--- src/rtl/ptmr_pkg.sv ---
package ptmr_pkg;
  typedef enum logic [2:0] {
    SRC_OFF = 3'd0,
    SRC_PER = 3'd1,
    SRC_HF  = 3'd2,
    SRC_EXT = 3'd3,
    SRC_LF  = 3'd4,
    SRC_OSC = 3'd5
  } tsrc_e;

  typedef struct packed {
    logic  en;
    logic  enmode;
    logic  freerun;
    logic  rov_ie;
    tsrc_e src;
  } ctrl_t;

  localparam ctrl_t CTRL_DEFAULT = '{en: 1'b0, enmode: 1'b0, freerun: 1'b0,
                                     rov_ie: 1'b0, src: SRC_OFF};
endpackage

--- src/rtl/tmr_src_sel.sv ---
module tmr_src_sel
  import ptmr_pkg::*;
#(
  parameter int OSC_W = 4
) (
  input  logic             clk_i,
  input  logic             rst_ni,
  input  logic             run_i,
  input  logic             osc_en_i,
  input  tsrc_e            src_i,
  input  logic [OSC_W-1:0] osc_div_i,
  input  logic             clr_i,
  input  logic             tick_per_i,
  input  logic             tick_hf_i,
  input  logic             tick_ext_i,
  input  logic             tick_lf_i,
  input  logic             tick_osc_i,
  output logic             sel_tick_o
);
  logic [OSC_W-1:0] oph_q;
  logic             osc_adv, osc_fire, mux_tick;

  assign osc_adv  = run_i & osc_en_i & tick_osc_i;
  assign osc_fire = osc_adv & (oph_q >= osc_div_i);

  always_ff @(posedge clk_i or negedge rst_ni) begin
    if (!rst_ni)      oph_q <= '0;
    else if (clr_i)   oph_q <= '0;
    else if (osc_adv) oph_q <= osc_fire ? '0 : oph_q + 1'b1;
  end

  always_comb begin
    unique case (src_i)
      SRC_PER: mux_tick = tick_per_i;
      SRC_HF:  mux_tick = tick_hf_i;
      SRC_EXT: mux_tick = tick_ext_i;
      SRC_LF:  mux_tick = tick_lf_i;
      SRC_OSC: mux_tick = osc_fire;
      default: mux_tick = 1'b0;
    endcase
  end

  assign sel_tick_o = run_i & mux_tick;

  assert_osc_phase_wrap_R3: assert property (@(posedge clk_i) disable iff (!rst_ni)
    (osc_fire && !clr_i) |=> (oph_q == '0));
  assert_osc_idle_R10: assert property (@(posedge clk_i) disable iff (!rst_ni)
    (!run_i && !clr_i) |=> $stable(oph_q));
endmodule

--- src/rtl/tmr_prescaler.sv ---
module tmr_prescaler #(
  parameter int PSC_W = 12
) (
  input  logic             clk_i,
  input  logic             rst_ni,
  input  logic             tick_i,
  input  logic [PSC_W-1:0] div_i,
  input  logic             clr_i,
  output logic             inc_o
);
  logic [PSC_W-1:0] ph_q;

  assign inc_o = tick_i & (ph_q >= div_i);

  always_ff @(posedge clk_i or negedge rst_ni) begin
    if (!rst_ni)     ph_q <= '0;
    else if (clr_i)  ph_q <= '0;
    else if (tick_i) ph_q <= inc_o ? '0 : ph_q + 1'b1;
  end

  assert_phase_wrap_R2: assert property (@(posedge clk_i) disable iff (!rst_ni)
    (inc_o && !clr_i) |=> (ph_q == '0));
  assert_phase_hold_R10: assert property (@(posedge clk_i) disable iff (!rst_ni)
    (!tick_i && !clr_i) |=> $stable(ph_q));
endmodule

--- src/rtl/tmr_core.sv ---
module tmr_core #(
  parameter int CNT_W = 32
) (
  input  logic             clk_i,
  input  logic             rst_ni,
  input  logic             inc_i,
  input  logic             restart_i,
  input  logic             clr_i,
  input  logic             soft_rst_i,
  input  logic             flag_clr_i,
  output logic [CNT_W-1:0] cnt_o,
  output logic             flag_o
);
  logic [CNT_W-1:0] cnt_q;
  logic             flag_q, wrap;

  assign wrap = inc_i & ~restart_i & ~clr_i & (&cnt_q);

  always_ff @(posedge clk_i or negedge rst_ni) begin
    if (!rst_ni)        cnt_q <= '0;
    else if (clr_i)     cnt_q <= '0;
    else if (restart_i) cnt_q <= '0;
    else if (inc_i)     cnt_q <= cnt_q + 1'b1;
  end

  always_ff @(posedge clk_i or negedge rst_ni) begin
    if (!rst_ni)         flag_q <= 1'b0;
    else if (soft_rst_i) flag_q <= 1'b0;
    else if (wrap)       flag_q <= 1'b1;
    else if (flag_clr_i) flag_q <= 1'b0;
  end

  assign cnt_o  = cnt_q;
  assign flag_o = flag_q;

  assert_wrap_sets_flag_R5: assert property (@(posedge clk_i) disable iff (!rst_ni)
    (wrap && !soft_rst_i) |=> (flag_o && cnt_o == '0));
  assert_restart_zero_R8: assert property (@(posedge clk_i) disable iff (!rst_ni)
    (restart_i && !clr_i) |=> (cnt_o == '0));
  assert_count_hold_R10: assert property (@(posedge clk_i) disable iff (!rst_ni)
    (!inc_i && !restart_i && !clr_i) |=> $stable(cnt_o));
  assert_flag_clear_R6: assert property (@(posedge clk_i) disable iff (!rst_ni)
    (flag_clr_i && !wrap) |=> !flag_o);
endmodule

--- src/rtl/prescaled_timer.sv ---
module prescaled_timer
  import ptmr_pkg::*;
#(
  parameter int CNT_W = 32,
  parameter int PSC_W = 12,
  parameter int OSC_W = 4
) (
  input  logic             clk_i,
  input  logic             rst_ni,
  input  logic             tick_per_i,
  input  logic             tick_hf_i,
  input  logic             tick_ext_i,
  input  logic             tick_lf_i,
  input  logic             tick_osc_i,
  input  logic             ctrl_we_i,
  input  logic             ctrl_en_i,
  input  logic             ctrl_enmode_i,
  input  logic             ctrl_freerun_i,
  input  logic [2:0]       ctrl_src_i,
  input  logic             ctrl_rov_ie_i,
  input  logic             ctrl_swr_i,
  input  logic             psc_we_i,
  input  logic [PSC_W-1:0] psc_div_i,
  input  logic [OSC_W-1:0] psc_osc_div_i,
  input  logic             stat_clr_i,
  input  logic             restart_i,
  output logic [CNT_W-1:0] count_o,
  output logic             rov_flag_o,
  output logic             irq_o,
  output logic             swr_busy_o,
  output logic             osc_en_o
);
  ctrl_t            ctrl_q;
  logic             swr_q, osc_en_q;
  logic [PSC_W-1:0] div_q;
  logic [OSC_W-1:0] odiv_q;
  logic             ctrl_load, en_clear, phase_clr, sel_tick, inc, restart_g;

  assign ctrl_load = ctrl_we_i & ~swr_q & ~ctrl_swr_i;
  // rising enable with clear-on-enable mode
  assign en_clear  = ctrl_load & ~ctrl_q.en & ctrl_en_i & ctrl_enmode_i;
  assign phase_clr = swr_q | en_clear;
  assign restart_g = ctrl_q.en & ~ctrl_q.freerun & restart_i;

  always_ff @(posedge clk_i or negedge rst_ni) begin
    if (!rst_ni) begin
      ctrl_q   <= CTRL_DEFAULT;
      osc_en_q <= 1'b0;
      swr_q    <= 1'b0;
    end else if (swr_q) begin
      ctrl_q   <= CTRL_DEFAULT;
      osc_en_q <= 1'b0;
      swr_q    <= 1'b0;
    end else if (ctrl_we_i) begin
      if (ctrl_swr_i) begin
        swr_q <= 1'b1;
      end else begin
        ctrl_q.en      <= ctrl_en_i;
        ctrl_q.enmode  <= ctrl_enmode_i;
        ctrl_q.freerun <= ctrl_freerun_i;
        ctrl_q.rov_ie  <= ctrl_rov_ie_i;
        ctrl_q.src     <= tsrc_e'(ctrl_src_i);
        osc_en_q       <= (ctrl_src_i == SRC_OSC);
      end
    end
  end

  always_ff @(posedge clk_i or negedge rst_ni) begin
    if (!rst_ni) begin
      div_q  <= '0;
      odiv_q <= '0;
    end else if (swr_q) begin
      div_q  <= '0;
      odiv_q <= '0;
    end else if (psc_we_i) begin
      div_q  <= psc_div_i;
      odiv_q <= psc_osc_div_i;
    end
  end

  tmr_src_sel #(.OSC_W(OSC_W)) u_src (
    .clk_i      (clk_i),
    .rst_ni     (rst_ni),
    .run_i      (ctrl_q.en),
    .osc_en_i   (osc_en_q),
    .src_i      (ctrl_q.src),
    .osc_div_i  (odiv_q),
    .clr_i      (phase_clr),
    .tick_per_i (tick_per_i),
    .tick_hf_i  (tick_hf_i),
    .tick_ext_i (tick_ext_i),
    .tick_lf_i  (tick_lf_i),
    .tick_osc_i (tick_osc_i),
    .sel_tick_o (sel_tick)
  );

  tmr_prescaler #(.PSC_W(PSC_W)) u_psc (
    .clk_i  (clk_i),
    .rst_ni (rst_ni),
    .tick_i (sel_tick),
    .div_i  (div_q),
    .clr_i  (phase_clr),
    .inc_o  (inc)
  );

  tmr_core #(.CNT_W(CNT_W)) u_core (
    .clk_i      (clk_i),
    .rst_ni     (rst_ni),
    .inc_i      (inc),
    .restart_i  (restart_g),
    .clr_i      (phase_clr),
    .soft_rst_i (swr_q),
    .flag_clr_i (stat_clr_i),
    .cnt_o      (count_o),
    .flag_o     (rov_flag_o)
  );

  assign irq_o      = rov_flag_o & ctrl_q.rov_ie;
  assign swr_busy_o = swr_q;
  assign osc_en_o   = osc_en_q;

  assert_swr_single_R9: assert property (@(posedge clk_i) disable iff (!rst_ni)
    swr_busy_o |=> (!swr_busy_o && count_o == '0 && !rov_flag_o && !osc_en_o));
  assert_osc_en_match_R4: assert property (@(posedge clk_i) disable iff (!rst_ni)
    osc_en_o == (ctrl_q.src == SRC_OSC));
  assert_free_run_ignores_R8: assert property (@(posedge clk_i) disable iff (!rst_ni)
    (ctrl_q.freerun && !inc && !phase_clr) |=> $stable(count_o));
  assert_no_flag_idle_R10: assert property (@(posedge clk_i) disable iff (!rst_ni)
    (!ctrl_q.en && !rov_flag_o) |=> !rov_flag_o);
endmodule

--- config.mk ---
export PLATFORM = sky130hd
export DESIGN_NAME = prescaled_timer
export DESIGN_NICKNAME = d
export VERILOG_FILES = /design/src/rtl/ptmr_pkg.sv /design/src/rtl/tmr_src_sel.sv /design/src/rtl/tmr_prescaler.sv /design/src/rtl/tmr_core.sv /design/src/rtl/prescaled_timer.sv
export SDC_FILE = /design/constraint.sdc
export NUM_CORES = 1
export LEC_CHECK = 0
export CORE_MARGIN = 4
export CORE_UTILIZATION = 49
export CTS_BUF_LIST = sky130_fd_sc_hd__clkbuf_16
export CTS_CLUSTER_DIAMETER = 30
export DETAILED_ROUTE_END_ITERATION = 8
export PLACE_DENSITY_LB_ADDON = 0.1
export SLEW_MARGIN = 20
export SYNTH_ARGS = -nofsm -noshare
export SYNTH_HDL_FRONTEND = slang
export SYNTH_SLANG_ARGS = --single-unit
--- constraint.sdc ---
create_clock -name clk_i -period 2.2 [get_ports clk_i]
set_input_delay 0.33 -clock clk_i [delete_from_list [all_inputs] [get_ports clk_i]]
set_output_delay 0.33 -clock clk_i [all_outputs]
set_load 0.005 [all_outputs]
### Yosys cells after proc, flatten, opt, wreduce, memory -nomap -nowiden

Cells that the tools add are included.

* bits in registers: 73

* order comparisons: 2
* add/subtract/negate cells: 3
* equality and inequality tests: 7
* mux-type cells: 26
* reductions and logical operators: 8
* bitwise operators: 23

Operators by type and width (count)
* two-way mux 32 bit: 3
* two-way mux 12 bit: 5
* adder 32 x 1 -> 32 bit, second input constant: 1
* AND reduction 32 bit: 1
* two-way mux 7 bit: 3
* two-way mux 4 bit: 5
* bitwise AND 1 bit: 16
* adder 12 x 1 -> 12 bit, second input constant: 1
* >= comparator 12 bit: 1
* equality test 3 bit, second input constant: 3
* two-way mux 1 bit: 9
* nonzero test 2 bit: 4
* equality test 3 x 2 -> 1 bit, second input constant: 2
* inverter 1 bit: 6
* nonzero test 3 bit: 2
* one-hot mux 1 bit (5 select lines): 1
* adder 4 x 1 -> 4 bit, second input constant: 1
* >= comparator 4 bit: 1
* equality test 3 x 1 -> 1 bit, second input constant: 1
* != test 2 x 1 -> 1 bit, second input constant: 1
* AND reduction 2 bit: 1
* bitwise OR 1 bit: 1

### Longest topological paths before layout

* depth in word-level cells: 12
* mapped depth: 11
* gate-level depth less buffers: 8

### By module

From an unflattened synthesis, not the netlist that was laid out.

* cells, all modules: 444
* area, all modules: 4232.8 um^2

Modules (own cells, without submodules)
* tmr_core: cells each 195, area each 1786.7 um^2, times used 1
* tmr_prescaler: cells each 113, area each 1033.5 um^2, times used 1
* prescaled_timer: cells each 91, area each 1026.0 um^2, times used 1
* tmr_src_sel: cells each 45, area each 386.6 um^2, times used 1

### Worst setup path before layout

Ideal clock, no wire load.

* path type: reg-to-reg
* start: register u_psc.ph_q[2]
* end: register u_psc.ph_q[8]
* cell stages (with the launch flop): 9
* library setup time: 78 ps
* setup slack: -101 ps
* arrival time: 2223 ps
* period minus slack after synthesis: 2301 ps
* cells stage by stage: dfrtp_1 > ha_1 > a211o_1 > a31oi_1 > o311ai_2 > a21o_1 > buf_6 > or4_1 > a21oi_1

* cells in the longest elaborated chain, start to end: 5

RTL lines
* from (decl): line tmr_prescaler.sv:11 `logic [PSC_W-1:0] ph_q;`
* from (signal assigned): line tmr_prescaler.sv:18 `else if (tick_i) ph_q <= inc_o ? '0 : ph_q + 1'b1;`
* >= comparator 12 bit: line tmr_prescaler.sv:13 `assign inc_o = tick_i & (ph_q >= div_i);`
* bitwise AND 1 bit: line tmr_prescaler.sv:13
* two-way mux 12 bit * (2 in series): line tmr_prescaler.sv:18
* two-way mux 12 bit *: line tmr_prescaler.sv:17 `else if (clr_i) ph_q <= '0;`

Mark *: on every way between the ends. The rest lies on a longest branch, timed or not. The select of a mux whose other input is x is not followed.
A chain may end at the register's enable or synchronous reset.

### Worst setup path after layout

* start: register u_psc.ph_q[6]
* end: register u_core.cnt_q[12] (netlist: u_core.cnt_o[12])

* cells in the longest elaborated chain, start to end: 3

RTL lines
* >= comparator 12 bit: line tmr_prescaler.sv:13
* bitwise AND 1 bit: line tmr_prescaler.sv:13
* nonzero test 3 bit (no source line)
* to (signal assigned): line tmr_core.sv:23 `else if (inc_i) cnt_q <= cnt_q + 1'b1;`
* to (decl): line tmr_core.sv:14 `logic [CNT_W-1:0] cnt_q;`

No other way between the ends.

==> results.yml <==
synth:
  synth_top_cells_by_count: "dfrtp_1 (73), a21oi_1 (52), nand2_1 (41)"
  seq_area_frac_synth_pct: 42.7
  synth_seq_cells: 73
  synth-edff-count: 0
  netlist-cell-type-count: 41
  synth.net_count: 522
  synthesis.area_um2: 4280
  avgSynthCellArea_um2: 9.15
  netlist_top_cells_area: "dfrtp_1 (43%), a21oi_1 (6.1%), or4_1 (5.6%), ha_1 (5.6%), mux2i_1 (5.1%)"
  postSynth.asyncResetShare_pct: 100
  synth_top_cell_area_share_pct: 42.7
  syn-instance-count: 468
  synth_top_cell_by_area: "dfrtp_1"
  synth.yosys.warnings: 0
  synth.most_common_cell: "dfrtp_1"
  yosys_most_used_dff: "dfrtp_1"
power:
  comb_power_share_pct: 19.0
  power.sequential.fraction_pct: 39.2
  p_int_w: 0.00272
  power.switching_fraction_pct: 26.4
  cellPowerDensity_nw_per_um2: 599
  ir_worst_vdd_mv: 0.523
  power.net_switching_w: 0.000978
  static-leakage-power_nw: 2.69
  power.share.clock_pct: 41.8
  total_power_w: 0.00370
clocking:
  cts_tree: "done"
  cts-root-buf: "clkbuf_16"
  tritoncts_num_sinks: 73
  cts_buffer_count: 9
  max-clock-path-buffers: 2
  clock_pin_slew_on_the_worst_setup_and_hold_paths_ns: 0.06
  clock_tree.htree_level_count: 3
  worstSkewPairLatency_ns: 0.33
routing:
  drtAntennaViolNets: 0
  drt_first_iter_violations: 247
  wire_per_inst_um: 17.8
  overall_routed_net_length_mm: 12.3
  drtPass1Iterations: 5
  detailroute.via_count: 4259
  vias_per_cell: 6.13
  detail_route.drc_violations: 0
layout:
  insertedDiodeCount: 0
  final_nets: 639
  flow.area_growth_from_synthesis_pct: 44.4
  utilization_pct: 74.1
  layout-drive-gt1-share_pct: 23.1
  stdcell_count: 695
  postLayoutCellArea_um2: 6180
  fillerInstances: 625
global_route:
  globalRouteTotalUtil_pct: 24.0
  grt_first_pass_wirelength_mm: 19.9
  grt_remaining_overflow: 0
  via_count_of_the_first_global_routing_pass: 4178
  grt_max_degree: 37
  antenna_found_initial: 0
place:
  routabilityCongestion: 0.824
  placedInstanceArea_um2: 5450
  place.detailed.hpwl_mm: 7.98
  count_of_buffers_inserted_at_the_top_level_ports: 70
  place.detailed.instances: 667
status:
  run_status: "finished with violations"
  violations_in_the_final_reports: "setup timing"
timing:
  final_critical_path_setup_slack_ns: -0.217
  period_needed_ns: 2.42
  slew_headroom_pct: 51.0
  worst_slew_pin_slew_ns: 0.735
  worst_clock_skew_ns: 0.00744
  final_hold_viol_count: 0
  maxClockFrequency_mhz: 414
  report.final.slew_viol_count: 0
  setup_violations: 44
  grt_setup_unrepaired: "yes"
  worst_hold_slack_ns: 0.0509
  finalCritPeriodShare_pct: 110
worst_setup_path:
  reg2regPathDepth: 8
  timing.critical_path.to_type: "flip-flop"
  crit_path_max_fanout: 32
  r2r_start: "u_psc.ph_q[6]"
  rr_endpoint: "u_core.cnt_o[12]"
  critPathLaunch: "u_psc.ph_q[6]"
  crit_arrival_ns: 2.67
  worst-endpoint-required_ns: 2.46
  timing.critical_path.slowest_stage_cell: "or4_4"
  crit_chain: "ha_1, nand4_1, o311ai_4, buf_4, a21oi_4, buf_12, or4_4, a21oi_2"
  critPathLaunchType: "flip-flop"
  cpPeakStageDelay_ns: 0.51
  regToRegSetupSlack_ns: -0.22
  crit_path_category: "reg2reg"
floorplanning:
  core_area_um2: 8340
  die_area_um2: 10300
  pin_count: 71
  chipWidth_um: 101
  die_height_um: 101
  row_count: 33
  start_util_pct: 51.4
hold_path:
  worst_hold_path_type: "in2async"
flow_run:
  cap_viol_max_count: 0
==> metal layers <==
layer	vias up	track usage, %	routed length (µm)
met5	-	0	0
met4	0	6.95	112
met3	10	5.10	777
met2	158	39.3	6200
met1	2095	32.2	5250
li1	1996	-	-
==> sequential cells by signal (all words and copies together) (netlist names) <==
signal	count
osc_en_o	1
u_psc.ph_q	12
swr_busy_o	1
div_q	12
u_core.flag_o	1
u_core.cnt_o	32
odiv_q	4
u_src.oph_q	4
ctrl_q	6
==> worst max-delay path by stage <==
stage,cells after the start,endpoint,slack [ns]
after floorplan,8,u_psc.ph_q[8],-0.08
after global placement,7,u_core.cnt_o[29],-0.13
after detailed placement,8,u_psc.ph_q[3],-0.20
after CTS,8,u_psc.ph_q[4],-0.22
after global routing,9,u_core.cnt_o[28],-0.28
final,8,u_core.cnt_o[12],-0.22
==> critical path: cells and delay by family, from the launching register on <==
kind / cells / cell delay [ns]
compound gates: 3 / 0.59
simple gates: 2 / 0.68
flops: 1 / 0.40
buf+inv: 2 / 0.35
fa+ha+maj: 1 / 0.30
==> placed cells by master (no fill, tap or decap), types with 2 or more instances in the layout <==
| cell type | synthesis | routed |
|---|---|---|
| clkdlybuf4s50_1 | 0 | 69 |
| ha_1 | 19 | 17 |
| dfrtp_1 | 73 | 73 |
| nand3_1 | 19 | 17 |
| buf_12 | 0 | 6 |
| or3_1 | 2 | 2 |
| nor2_1 | 30 | 30 |
| mux2i_1 | 22 | 22 |
| o31ai_2 | 0 | 5 |
| or4_1 | 32 | 19 |
| a21oi_1 | 52 | 31 |
| buf_6 | 1 | 7 |
| a41o_1 | 2 | 2 |
| clkbuf_16 | 0 | 11 |
| o21ai_2 | 0 | 3 |
| a31oi_1 | 4 | 3 |
| bufinv_16 | 0 | 2 |
| a21oi_2 | 0 | 20 |
| and4_1 | 8 | 8 |
| buf_4 | 2 | 49 |
| ha_4 | 0 | 2 |
| o21ai_0 | 6 | 4 |
| and3_1 | 18 | 18 |
| inv_1 | 20 | 20 |
| nor2b_1 | 3 | 3 |
| nand4_1 | 21 | 21 |
| nand2_1 | 41 | 41 |
| a22oi_1 | 8 | 8 |
| or4_4 | 0 | 13 |
| nor3_2 | 0 | 2 |
| inv_2 | 0 | 2 |
| xor2_1 | 2 | 2 |
| nand4b_1 | 2 | 2 |
| o31ai_1 | 25 | 20 |
| nand3_2 | 0 | 2 |
| nand2b_1 | 7 | 6 |
| and2_1 | 4 | 4 |
| a211o_1 | 3 | 3 |
==> power groups by stage <==
stage | combinational [W] | sequential, W | clock, W
after detailed placement | 0.000565 | 0.00147 | 0
after global placement | 0.000546 | 0.00147 | 0
after floorplan | 0.000279 | 0.00147 | 0
after CTS | 0.000618 | 0.00145 | 0.00156
after global routing | 0.000768 | 0.00146 | 0.00164
final | 0.000703 | 0.00145 | 0.00155
==> cells by family (layout without fill, tap and decap cells) <==
| kind of cell | Yosys count | count (layout) | share of synthesized area, % |
|---|---|---|---|
| mux | 22 | 22 | 5.14 |
| simple gates | 192 | 192 | 24.9 |
| xor+xnor | 3 | 3 | 0.614 |
| flops | 73 | 73 | 42.7 |
| compound gates | 110 | 110 | 16.2 |
| fa+ha+maj | 19 | 19 | 5.55 |
| buf+inv | 49 | 171 | 4.97 |
==> stage by stage <==
stage / TNS, ns / setup WS (ns)
floorplan: -0.315 / -0.0805
global placement: -2.58 / -0.125
detailed placement: -4.61 / -0.203
CTS: -6.16 / -0.220
global route: -9.28 / -0.278
finish: -6.38 / -0.217
==> layout make-up <==
| class | count | area [µm²] | area share [%] |
|---|---|---|---|
| multi-input combinational | 346 | 2510 | 40.6 |
| timing repair buffer | 135 | 1330 | 21.5 |
| clock buffer | 9 | 225 | 3.64 |
| clock inverter | 7 | 87.6 | 1.42 |
| inverter | 20 | 75.1 | 1.21 |
| tap | 105 | 131 | 2.12 |
| sequential | 73 | 1830 | 29.5 |
==> what timing repair did <==
item	CTS	global route
hold buffers	0	0
pin swaps	42	21
setup endpoints to repair	41	45
gates cloned	1	2
resized for setup	32	39
setup buffers	10	3
No activity file was read; power rests on OpenSTA's default activity.
